==> config.mk <==
export PLATFORM = sky130hd
export DESIGN_NAME = uart_fifo_dma_rdy
export DESIGN_NICKNAME = d
export VERILOG_FILES = /design/src/rtl/uart_dma_pkg.sv /design/src/rtl/dma_fifo_store.sv /design/src/rtl/dma_fifo_datapath.sv /design/src/rtl/dma_ready_ctrl.sv /design/src/rtl/uart_fifo_dma_rdy.sv
export SDC_FILE = /design/constraint.sdc
export NUM_CORES = 1
export LEC_CHECK = 0
export CORE_ASPECT_RATIO = 1.2
export CORE_MARGIN = 3
export CORE_UTILIZATION = 35
export DETAILED_ROUTE_END_ITERATION = 7
export DONT_BUFFER_PORTS = 1
export HOLD_SLACK_MARGIN = 0.06
export SLEW_MARGIN = 20
export SYNTH_ARGS = -nofsm -noshare
export SYNTH_HDL_FRONTEND = slang
export SYNTH_SLANG_ARGS = --single-unit
==> constraint.sdc <==
create_clock -name clk -period 4.15 [get_ports clk]
set_input_delay 0.6225 -clock clk [delete_from_list [all_inputs] [get_ports clk]]
set_output_delay 0.6225 -clock clk [all_outputs]
set_load 0.005 [all_outputs]
==> src/rtl/uart_dma_pkg.sv <==
package uart_dma_pkg;

  // accepted queue operations, decided by control, applied by datapath
  typedef struct packed {
    logic txWr;
    logic txRd;
    logic rxWr;
    logic rxRd;
  } fifoStb_t;

  // receive threshold decode
  function automatic int unsigned rxTrigLevel(input logic [1:0] sel);
    case (sel)
      2'b00:   return 1;
      2'b01:   return 4;
      2'b10:   return 8;
      default: return 14;
    endcase
  endfunction

endpackage

==> src/rtl/dma_fifo_store.sv <==
module dma_fifo_store #(
  parameter int DEPTH  = 16,
  parameter int DATA_W = 8,
  parameter int CNT_W  = $clog2(DEPTH + 1)
) (
  input  logic              clk,
  input  logic              rstN,
  input  logic              wrEn,
  input  logic              rdEn,
  input  logic [DATA_W-1:0] wrData,
  output logic [DATA_W-1:0] rdData,
  output logic [CNT_W-1:0]  count
);
  localparam int AW = (DEPTH > 1) ? $clog2(DEPTH) : 1;
  localparam logic [AW-1:0] LAST = AW'(DEPTH - 1);
  localparam logic [CNT_W-1:0] FULL = CNT_W'(DEPTH);

  logic [DATA_W-1:0] mem [DEPTH];
  logic [AW-1:0] wrPtr, rdPtr;

  always_ff @(posedge clk) begin
    if (wrEn) mem[wrPtr] <= wrData;
  end

  always_ff @(posedge clk or negedge rstN) begin
    if (!rstN) begin
      wrPtr <= '0;
      rdPtr <= '0;
      count <= '0;
    end else begin
      if (wrEn) wrPtr <= (wrPtr == LAST) ? '0 : wrPtr + 1'b1;
      if (rdEn) rdPtr <= (rdPtr == LAST) ? '0 : rdPtr + 1'b1;
      case ({wrEn, rdEn})
        2'b10:   count <= count + 1'b1;
        2'b01:   count <= count - 1'b1;
        default: count <= count;
      endcase
    end
  end

  assign rdData = mem[rdPtr];

  AST_COUNT_BOUND: assert property (@(posedge clk) disable iff (!rstN)
    count <= FULL);

  AST_WRITE_GROWS: assert property (@(posedge clk) disable iff (!rstN)
    wrEn && !rdEn |=> count == $past(count) + 1'b1);

  AST_READ_SHRINKS: assert property (@(posedge clk) disable iff (!rstN)
    rdEn && !wrEn |=> count == $past(count) - 1'b1);

endmodule

==> src/rtl/dma_fifo_datapath.sv <==
module dma_fifo_datapath
  import uart_dma_pkg::*;
#(
  parameter int DEPTH  = 16,
  parameter int DATA_W = 8,
  parameter int CNT_W  = $clog2(DEPTH + 1)
) (
  input  logic              clk,
  input  logic              rstN,
  input  fifoStb_t          stb,
  input  logic [DATA_W-1:0] txData,
  input  logic [DATA_W-1:0] rxData,
  output logic [DATA_W-1:0] txDout,
  output logic [DATA_W-1:0] rxDout,
  output logic [CNT_W-1:0]  txCount,
  output logic [CNT_W-1:0]  rxCount
);
  localparam int NCH = 2; // 0 = transmit, 1 = receive

  logic [NCH-1:0]    wrVec, rdVec;
  logic [DATA_W-1:0] inVec  [NCH];
  logic [DATA_W-1:0] outVec [NCH];
  logic [CNT_W-1:0]  cntVec [NCH];

  assign wrVec = {stb.rxWr, stb.txWr};
  assign rdVec = {stb.rxRd, stb.txRd};
  assign inVec[0] = txData;
  assign inVec[1] = rxData;

  for (genvar ch = 0; ch < NCH; ch++) begin : g_chan
    dma_fifo_store #(
      .DEPTH (DEPTH),
      .DATA_W(DATA_W),
      .CNT_W (CNT_W)
    ) u_store (
      .clk   (clk),
      .rstN  (rstN),
      .wrEn  (wrVec[ch]),
      .rdEn  (rdVec[ch]),
      .wrData(inVec[ch]),
      .rdData(outVec[ch]),
      .count (cntVec[ch])
    );
  end

  assign txDout  = outVec[0];
  assign rxDout  = outVec[1];
  assign txCount = cntVec[0];
  assign rxCount = cntVec[1];

endmodule

==> src/rtl/dma_ready_ctrl.sv <==
module dma_ready_ctrl
  import uart_dma_pkg::*;
#(
  parameter int DEPTH = 16,
  parameter int CNT_W = $clog2(DEPTH + 1)
) (
  input  logic             clk,
  input  logic             rstN,
  input  logic [7:0]       fifoCtrl,
  input  logic             txPush,
  input  logic             txPop,
  input  logic             rxPush,
  input  logic             rxPop,
  input  logic             rxTimeout,
  input  logic [CNT_W-1:0] txCount,
  input  logic [CNT_W-1:0] rxCount,
  output fifoStb_t         stb,
  output logic             txRdyN,
  output logic             rxRdyN,
  output logic             rxTrigHit,
  output logic             rxOverrun
);
  localparam logic [CNT_W-1:0] FULL = CNT_W'(DEPTH);

  logic isMode1;
  logic txFull, txEmpty, rxFull, rxEmpty;
  logic [CNT_W-1:0] trigLvl, rxNext;
  logic rxArmed;

  assign isMode1 = fifoCtrl[0] & fifoCtrl[3];
  assign trigLvl = CNT_W'(rxTrigLevel(fifoCtrl[7:6]));

  assign txFull  = (txCount == FULL);
  assign txEmpty = (txCount == '0);
  assign rxFull  = (rxCount == FULL);
  assign rxEmpty = (rxCount == '0);

  // accept decisions: a read frees a slot for a same-cycle write
  always_comb begin
    stb.txRd = txPop & ~txEmpty;
    stb.txWr = txPush & (~txFull | stb.txRd);
    stb.rxRd = rxPop & ~rxEmpty;
    stb.rxWr = rxPush & (~rxFull | stb.rxRd);
  end

  assign rxNext = rxCount + CNT_W'(stb.rxWr) - CNT_W'(stb.rxRd);

  // block-transfer receive latch: set at threshold or timeout, cleared on drain
  always_ff @(posedge clk or negedge rstN) begin
    if (!rstN) begin
      rxArmed   <= 1'b0;
      rxOverrun <= 1'b0;
    end else begin
      rxArmed   <= (rxNext != '0) &&
                   (rxArmed || (rxNext >= trigLvl) || rxTimeout);
      rxOverrun <= rxPush & ~stb.rxWr;
    end
  end

  always_comb begin
    if (isMode1) begin
      txRdyN = txFull;
      rxRdyN = ~rxArmed;
    end else begin
      txRdyN = ~txEmpty;
      rxRdyN = rxEmpty;
    end
  end

  assign rxTrigHit = (rxCount == trigLvl);

  AST_RX_HOLD_LOW: assert property (@(posedge clk) disable iff (!rstN)
    isMode1 && rxCount != '0 && $past(isMode1 && !rxRdyN) |-> !rxRdyN);

  AST_RX_RELEASE: assert property (@(posedge clk) disable iff (!rstN)
    isMode1 && rxCount == '0 |-> rxRdyN);

  AST_TX_FIRST_LOAD: assert property (@(posedge clk) disable iff (!rstN)
    !isMode1 && $past(txCount == '0 && txPush) |-> txRdyN);

  AST_OVERRUN_FULL: assert property (@(posedge clk) disable iff (!rstN)
    rxOverrun |-> $past(rxCount) == FULL);

  AST_NO_OVERFLOW: assert property (@(posedge clk) disable iff (!rstN)
    txFull && txPush && !txPop |=> txCount == FULL);

  AST_EMPTY_POP: assert property (@(posedge clk) disable iff (!rstN)
    rxEmpty && rxPop && !rxPush |=> rxCount == '0);

endmodule

==> src/rtl/uart_fifo_dma_rdy.sv <==
module uart_fifo_dma_rdy
  import uart_dma_pkg::*;
#(
  parameter int DEPTH  = 16,
  parameter int DATA_W = 8,
  parameter int CNT_W  = $clog2(DEPTH + 1)
) (
  input  logic              clk,
  input  logic              rstN,
  input  logic [7:0]        fifoCtrl,
  input  logic              txPush,
  input  logic [DATA_W-1:0] txData,
  input  logic              txPop,
  output logic [DATA_W-1:0] txDout,
  input  logic              rxPush,
  input  logic [DATA_W-1:0] rxData,
  input  logic              rxPop,
  output logic [DATA_W-1:0] rxDout,
  input  logic              rxTimeout,
  output logic              txRdyN,
  output logic              rxRdyN,
  output logic              rxTrigHit,
  output logic              rxOverrun,
  output logic [CNT_W-1:0]  txCount,
  output logic [CNT_W-1:0]  rxCount
);
  fifoStb_t stb;

  dma_ready_ctrl #(
    .DEPTH(DEPTH),
    .CNT_W(CNT_W)
  ) u_ctrl (
    .clk      (clk),
    .rstN     (rstN),
    .fifoCtrl (fifoCtrl),
    .txPush   (txPush),
    .txPop    (txPop),
    .rxPush   (rxPush),
    .rxPop    (rxPop),
    .rxTimeout(rxTimeout),
    .txCount  (txCount),
    .rxCount  (rxCount),
    .stb      (stb),
    .txRdyN   (txRdyN),
    .rxRdyN   (rxRdyN),
    .rxTrigHit(rxTrigHit),
    .rxOverrun(rxOverrun)
  );

  dma_fifo_datapath #(
    .DEPTH (DEPTH),
    .DATA_W(DATA_W),
    .CNT_W (CNT_W)
  ) u_dp (
    .clk    (clk),
    .rstN   (rstN),
    .stb    (stb),
    .txData (txData),
    .rxData (rxData),
    .txDout (txDout),
    .rxDout (rxDout),
    .txCount(txCount),
    .rxCount(rxCount)
  );

endmodule

* After elaboration in Yosys (flattened, before gate mapping)
Memory sizes are Yosys's and may differ from the RTL's.
Cells that the tools add are included.
** Word-level totals
- Register bits after elaboration :: 28
- Bits in writable memories :: 256
- Input bits :: 31
- Output and inout bits :: 30
- Word-level logic and storage cells :: 70
- Memories :: 2
** Cells by class
- $add $sub $neg :: 10
- Magnitude comparators :: 1
- Equal/unequal tests :: 13
- Mux-type cells :: 13
- Bitwise operators :: 14
- Reduce and logical (&&, ||, !) cells :: 9
** Memory list
- u_dp.g_chan[0].u_store.mem :: words 16, bits a word 8, read ports 1, clocked after memory_dff 0, write ports 1, RTL line dma_fifo_store.sv:18 : logic [DATA_W-1:0] mem [DEPTH];
- u_dp.g_chan[1].u_store.mem :: words 16, bits a word 8, read ports 1, clocked after memory_dff 0, write ports 1, RTL line dma_fifo_store.sv:18
** Operators with widths (number)
- $pmux W5 S2 :: 2
- $add A4 B1 Y4 const B :: 4
- $eq A4 B4 Y1 const B :: 4
- $mux W4 :: 4
- $pmux W4 S3 :: 1
- $add A5 B1 Y5 const B :: 2
- $eq A5 B5 Y1 const B :: 2
- $logic_not A5 Y1 :: 2
- $sub A5 B1 Y5 const B :: 2
- $and A1 B1 Y1 :: 6
- $eq A2 B1 Y1 const B :: 3
- $eq A2 B2 Y1 const B :: 3
- $mux W1 :: 6
- $not A1 Y1 :: 6
- $add A5 B1 Y5 :: 1
- $eq A5 B4 Y1 :: 1
- $ge A5 B4 Y1 :: 1
- $reduce_bool A5 Y1 :: 1
- $sub A5 B1 Y5 :: 1
- $reduce_bool A2 Y1 :: 2
- $logic_not A2 Y1 :: 1
- $logic_or A1 B1 Y1 :: 2
- $or A1 B1 Y1 :: 2
- $logic_and A1 B1 Y1 :: 1

* Depth between registers and ports, before layout
- Depth after elaboration :: 11
- Gate-level depth with buffers :: 16
- Depth with buffers taken out :: 16

* Modules after synthesis
Synthesis repeated with hierarchy kept, for this count alone.
** Unflattened totals
- Cell total of the unflattened synthesis :: 667
- Area, all modules :: 12010.3 sq um
** By module, submodules not included
- dma_fifo_store at u_dp.g_chan[0].u_store :: times used 1, cells an instance 298, area an instance 5755.5 sq um, seq. area each 4169.0 sq um
- dma_fifo_store at u_dp.g_chan[1].u_store :: times used 1, cells an instance 300, area an instance 5738.0 sq um, seq. area each 4169.0 sq um
- dma_ready_ctrl :: times used 1, cells an instance 69, area an instance 516.7 sq um, seq. area each 50.0 sq um

* Worst setup path after synthesis
Ideal clock, no wire load.
- Path type :: register -> register
- Start point :: register u_dp.g_chan[1].u_store.count[2]
- End point :: register u_dp.g_chan[1].u_store.count[4]
- Library setup time :: 0.127 ns
- Arrival time :: 2.801 ns
- Required time :: 4.023 ns
- Path slack :: 1.222 ns
- Cell stages (with the launch flop) :: 14
- Buffers on the path :: 1
- Clock period less this slack :: 2.928 ns
- Cells stage by stage :: dfrtp_1 inv_1 ha_1 nand4b_1 and2_1 clkbuf_1 inv_1 ha_1 ha_1 nor2b_1 o21ai_0 a21oi_1 or3b_2 xnor2_1
** Between the ends
- Cells in the longest elaborated chain, start to end :: 7
- Elaborated cells on any way between the ends :: 13
- Those cells by class :: add/sub (2); eq/ne (3); mux (1); bitwise (5); reduce/logical (2)
** Ends and longest elaborated chain
- start, declared :: RTL line dma_fifo_store.sv:12 : output logic [CNT_W-1:0] count
- start signal, assigned :: RTL line dma_fifo_store.sv:34 : 2'b10: count <= count + 1'b1;
- start signal, assigned :: RTL line dma_fifo_store.sv:35 : 2'b01: count <= count - 1'b1;
- start signal, assigned :: RTL line dma_fifo_store.sv:36 : default: count <= count;
- $logic_not A5 Y1 :: RTL line dma_ready_ctrl.sv:36 : assign rxEmpty = (rxCount == '0);
- $not A1 Y1 :: RTL line dma_ready_ctrl.sv:42 : stb.rxRd = rxPop & ~rxEmpty;
- $and A1 B1 Y1 :: RTL line dma_ready_ctrl.sv:42
- $or A1 B1 Y1 * :: RTL line dma_ready_ctrl.sv:43 : stb.rxWr = rxPush & (~rxFull | stb.rxRd);
- $and A1 B1 Y1 * :: RTL line dma_ready_ctrl.sv:43
- net u_dp.g_chan[1].u_store.wrEn :: RTL line dma_fifo_store.sv:8 : input logic wrEn,
- $eq A2 B1 Y1 / $eq A2 B2 Y1 (equally long branches) :: RTL line dma_fifo_store.sv:33 : case ({wrEn, rdEn})
- $pmux W5 S2 / $reduce_bool A2 Y1 (equally long branches)
Mark *: on every way through the listed nets, which the timed path passes. The rest lies on a longest branch.
A chain may end at the register's enable or synchronous reset.

* Worst setup path in the final report
- Start point :: register u_dp.g_chan[1].u_store.count[2]
- End point :: register u_ctrl.rxArmed
** Between the ends
- Cells in the longest elaborated chain, start to end :: 11
- Elaborated cells on any way between the ends :: 14
- Those cells by class :: add/sub (2); order compare (1); eq/ne (1); bitwise (5); reduce/logical (5)
** Ends and longest elaborated chain
- $logic_not A5 Y1 * :: RTL line dma_ready_ctrl.sv:36
- $not A1 Y1 * :: RTL line dma_ready_ctrl.sv:42
- $and A1 B1 Y1 * :: RTL line dma_ready_ctrl.sv:42
- net u_dp.g_chan[1].u_store.rdEn :: RTL line dma_fifo_store.sv:9 : input logic rdEn,
- $or A1 B1 Y1 :: RTL line dma_ready_ctrl.sv:43
- $and A1 B1 Y1 :: RTL line dma_ready_ctrl.sv:43
- $add A5 B1 Y5 :: RTL line dma_ready_ctrl.sv:46 : assign rxNext = rxCount + CNT_W'(stb.rxWr) - CNT_W'(stb.rxRd);
- $sub A5 B1 Y5 * :: RTL line dma_ready_ctrl.sv:46
- $ge A5 B4 Y1 :: RTL line dma_ready_ctrl.sv:55 : (rxArmed || (rxNext >= trigLvl) || rxTimeout);
- $logic_or A1 B1 Y1 (2 in series) :: RTL line dma_ready_ctrl.sv:55
- $logic_and A1 B1 Y1 * :: RTL line dma_ready_ctrl.sv:54 : rxArmed <= (rxNext != '0) &&
- end signal, assigned :: RTL line dma_ready_ctrl.sv:54
- end, declared :: RTL line dma_ready_ctrl.sv:28 : logic rxArmed;
Marked as above.

==> summary.log <==
INFO  timing         worstMarginPinSlew=0.873ns
INFO  power          power_switching=0.00287W
INFO  synthesis      synth-xor-area-share=1.10%
INFO  timing         clock-skew-final=0.0173ns
INFO  synthesis      share_of_synthesized_registers_carrying_an_async_set_or_reset=9.86%
INFO  routing        ant_nets=0
INFO  timing         fin_crit=3.48ns
INFO  critical_path  critical_path.endpoint_type=flop
INFO  power          leakage=4.64nW
INFO  die            io_pins=61
INFO  power          clockPowerShare=29.5%
INFO  clock_network  cts.clk_slew.worst_paths=0.06ns
INFO  routing        routedWlPerCell=18.9microns
INFO  finish         n_antenna_cell=0
INFO  placement      placed_cells_incl_taps=1168
INFO  finish         seq_area=8390squm
INFO  global_route   largest_net_degree_at_the_start_of_global_routing=30
INFO  power          power_density=674nW/um^2
INFO  finish         layoutNonFillerInstCount=1223
INFO  synthesis      synthesized_area_per_cell=16.2squm
INFO  timing         normalized_max_slew_margin=41.6%
INFO  synthesis      synth-adder-area-share=3.21%
INFO  critical_path  worst_path_max_delay_cell=sky130_fd_sc_hd__nor4b_1
INFO  critical_path  timing.rr.start=u_dp.g_chan[1].u_store.count[2]$_DFFE_PN0P_
INFO  timing         timing_hold_violations_final=0
INFO  clock_network  clk_path_buf_depth=3
INFO  synthesis      synth_compound_area_share=7.23%
INFO  timing         report.final.slew_viol_count=0
INFO  placement      globalplace.congestion=0.748
INFO  synthesis      edff_count_synth=256
INFO  clock_network  clock_tree_from_tritoncts=yes
INFO  synthesis      post_synth_and_or_nand_nor_area_fraction=4.78%
INFO  synthesis      synth_top_area_share=64.1%
INFO  synthesis      synthFlopType=sky130_fd_sc_hd__edfxtp_1
INFO  placement      io_port_bufs=0
INFO  timing         grt_setup_unrepaired=false
INFO  critical_path  top_fanout_value_on_the_critical_path=7
INFO  die            initial_core_util=35.9%
INFO  routing        drt-initial-drc-count=400
INFO  finish         mostFrequentLayoutCells=sky130_fd_sc_hd__edfxtp_1 (256), sky130_fd_sc_hd__o21ai_0 (51), sky130_fd_sc_hd__mux2i_1 (49)
INFO  finish         fillerInstances=3042
INFO  power          ir_drop=415uV
INFO  synthesis      yosys-top-cells-area=sky130_fd_sc_hd__edfxtp_1 (64%), sky130_fd_sc_hd__mux4_2 (6.0%), sky130_fd_sc_hd__dfrtp_1 (5.8%)
INFO  finish         layout_commonest_cell=sky130_fd_sc_hd__edfxtp_1
INFO  critical_path  timing.critical_path.to=u_ctrl.rxArmed$_DFF_PN0_
INFO  global_route   track_usage=12.7%
INFO  critical_path  crit_path_start=u_dp.g_chan[1].u_store.count[2]$_DFFE_PN0P_
INFO  synthesis      syn_area=12000squm
INFO  clock_network  post-cts-setup-buffer-count=0
INFO  critical_path  r2r_slack=0.67ns
INFO  critical_path  ff2ff_path_depth=16
INFO  timing         setup_total_negative_slack=0ns
INFO  routing        vias=6129
INFO  synthesis      post-synth-top-area-cell=sky130_fd_sc_hd__edfxtp_1
INFO  die            rows=73
INFO  global_route   antenna_found_initial=0
INFO  die            dieArea=36500squm
INFO  min_path       worst_hold_path_type=in2reg
INFO  synthesis      mappedNetlistNets=799
INFO  global_route   grt_pass1_wl=36800microns
INFO  power          sequentialPowerShare=42.6%
INFO  finish         final_net_count=811
INFO  synthesis      synthDistinctLibCells=47
INFO  power          power.share.switching=31.5%
INFO  power          p_int=0.00626W
INFO  synthesis      synth_cells=739
INFO  die            core_area=33400squm
INFO  timing         setup_viol_count_final=0
INFO  placement      dp_hpwl=16000microns
INFO  global_route   vias_in_the_first_global_route=6326
INFO  die            die_h=209microns
INFO  routing        routed_via_density=5.01
INFO  finish         area_growth_from_synthesis_to_layout=13.0%
INFO  critical_path  crit_required=4.56ns
INFO  clock_network  worst_skew_pair.late_latency=0.54ns
INFO  clock_network  cts-buffers-inserted=29
INFO  clock_network  cts.htree.levels=1
INFO  run            cap_violations=0
INFO  global_route   overflow=0
INFO  synthesis      synth_top_family_by_area=multiplexers
INFO  power          power=0.00913W
INFO  clock_network  clock_tree.root_cell=sky130_fd_sc_hd__clkbuf_16
INFO  critical_path  cpPeakStageDelay=0.52ns
INFO  synthesis      synthesis.yosys.warnings=0
INFO  die            die_x=175microns
INFO  critical_path  timing.critical_path.arrival=3.89ns
INFO  synthesis      muxShareOfSynthArea=11.8%
INFO  critical_path  timing.setup.critical_path_class=reg2reg
INFO  routing        remaining_drc_errors=0
INFO  routing        wirelength=23100microns
INFO  outcome        run_status=finished clean
INFO  routing        drt_first_pass_iters=4
INFO  finish         area_of_the_multi_input_gates=3370squm
INFO  synthesis      yosys_register_bits=284
INFO  critical_path  critical_path.cell_chain=inv_1, ha_1, nor4b_1, nand2b_1, inv_1, nand2_1, o21ai_0, ha_1, a21o_1, a21oi_1, xor2_1, ha_1, o21ai_0, a21oi_1, nor4_1, o21ai_0
INFO  clock_network  clock_sink_count=284
INFO  critical_path  start_kind=flop
INFO  clock_network  postCtsResizedCells=0
INFO  finish         post_route_cells_drive_above_1_share=15.7%
INFO  critical_path  critical_path.reg2reg.endpoint=u_ctrl.rxArmed$_DFF_PN0_
INFO  timing         timing.fmax=0.288GHz
INFO  timing         finalCritPeriodShare=83.8%
INFO  synthesis      synth-seq-area-share=69.9%
INFO  power          share_comb_of_total_power=27.9%
-- synth_stat cells, drive strengths merged, types with 3 or more instances --
| cell | n |
|---|---|
| a21o | 7 |
| a21oi | 27 |
| a221oi | 16 |
| a22oi | 16 |
| a31oi | 3 |
| and2 | 11 |
| and3 | 9 |
| buf | 19 |
| clkbuf | 15 |
| dfrtp | 28 |
| edfxtp | 256 |
| fa | 3 |
| ha | 26 |
| inv | 24 |
| mux2 | 18 |
| mux2i | 49 |
| mux4 | 32 |
| nand2 | 46 |
| nand2b | 5 |
| nand3 | 8 |
| nor2 | 19 |
| nor2b | 5 |
| nor3 | 8 |
| nor4 | 3 |
| o21a | 3 |
| o21ai | 52 |
| xnor2 | 12 |
| xor2 | 3 |
-- how the worst min path moves through the flow --
stage,from,to,slack [ns],cells after the start
2_1_floorplan,rstN,u_ctrl.rxArmed$_DFF_PN0_,0.33,0
3_3_place_gp,rstN,u_dp.g_chan[1].u_store.count[2]$_DFFE_PN0P_,0.33,0
3_5_place_dp,rstN,u_dp.g_chan[1].u_store.count[2]$_DFFE_PN0P_,0.33,0
4_1_cts,txData[0],u_dp.g_chan[0].u_store.mem[9][0]$_DFFE_PP_,0.14,0
5_1_grt,txData[2],u_dp.g_chan[0].u_store.mem[14][2]$_DFFE_PP_,0.14,0
6_report,txData[2],u_dp.g_chan[0].u_store.mem[14][2]$_DFFE_PP_,0.18,0
-- worst max-delay path: cells and delay by family (launching register included) --
family	cells	cell delay, ns
buf+inv	2	0.25
compound gates	6	0.72
fa+ha+maj	3	0.62
simple gates	4	1.06
xor+xnor	1	0.22
flops	1	0.48
-- power by group through the flow --
stage / combinational (W) / sequential [W] / clock, W
3_5_place_dp: 0.00258 / 0.00395 / 0
6_report: 0.00255 / 0.00389 / 0.00269
2_1_floorplan: 0.00216 / 0.00368 / 0
5_1_grt: 0.00288 / 0.00394 / 0.00288
3_3_place_gp: 0.00256 / 0.00394 / 0
4_1_cts: 0.00260 / 0.00390 / 0.00277
-- per-stage QoR --
step           utilization [%]  cell area (sq um)  hold WS [ns]  setup slack [ns]
2_1_floorplan                -              12000         0.327              1.22
3_3_place_gp              37.5              12500         0.328             0.722
3_5_place_dp              37.5              12500         0.328             0.633
4_1_cts                   40.5              13600         0.139             0.607
5_1_grt                   40.5              13600         0.144             0.282
6_report                  40.5              13600         0.179             0.673
-- area by class of cell --
cell class / count / share of cell area (%)
sequential: 284 / 61.9
timing repair buffer: 15 / 1.03
multi-input combinational: 397 / 24.9
clock buffer: 34 / 5.64
clock inverter: 19 / 1.73
inverter: 24 / 0.665
tap: 450 / 4.15
-- per-layer routing --
metal | global-route usage [%] | share of wire [%] | vias to the layer above
li1 | - | - | 2907
met1 | 15.1 | 41 | 3071
met2 | 22.9 | 52 | 107
met3 | 2.84 | 4.9 | 44
met4 | 3.58 | 2.7 | 0
met5 | 0 | 0 | -
-- state kept, by name (all words and copies together), names as in the netlist --
| name | cells |
|---|---|
| u_dp.g_chan.u_store.rdPtr | 8 |
| u_dp.g_chan.u_store.mem | 256 |
| u_dp.g_chan.u_store.wrPtr | 8 |
| u_dp.g_chan.u_store.count | 10 |
| u_ctrl.rxArmed | 1 |
| u_ctrl.rxOverrun | 1 |
-- what timing repair did --
action | in CTS | in global routing
setup endpoints to repair | 0 | 0
hold buffers | 2 | 0
endpoints found under the hold margin | 28 | 0
-- cell families after synthesis --
| group | Yosys count |
|---|---|
| fa+ha+maj | 29 |
| compound gates | 135 |
| buf+inv | 58 |
| flops | 284 |
| xor+xnor | 15 |
| simple gates | 119 |
| mux | 99 |
Power figures use the tool's default switching activity.
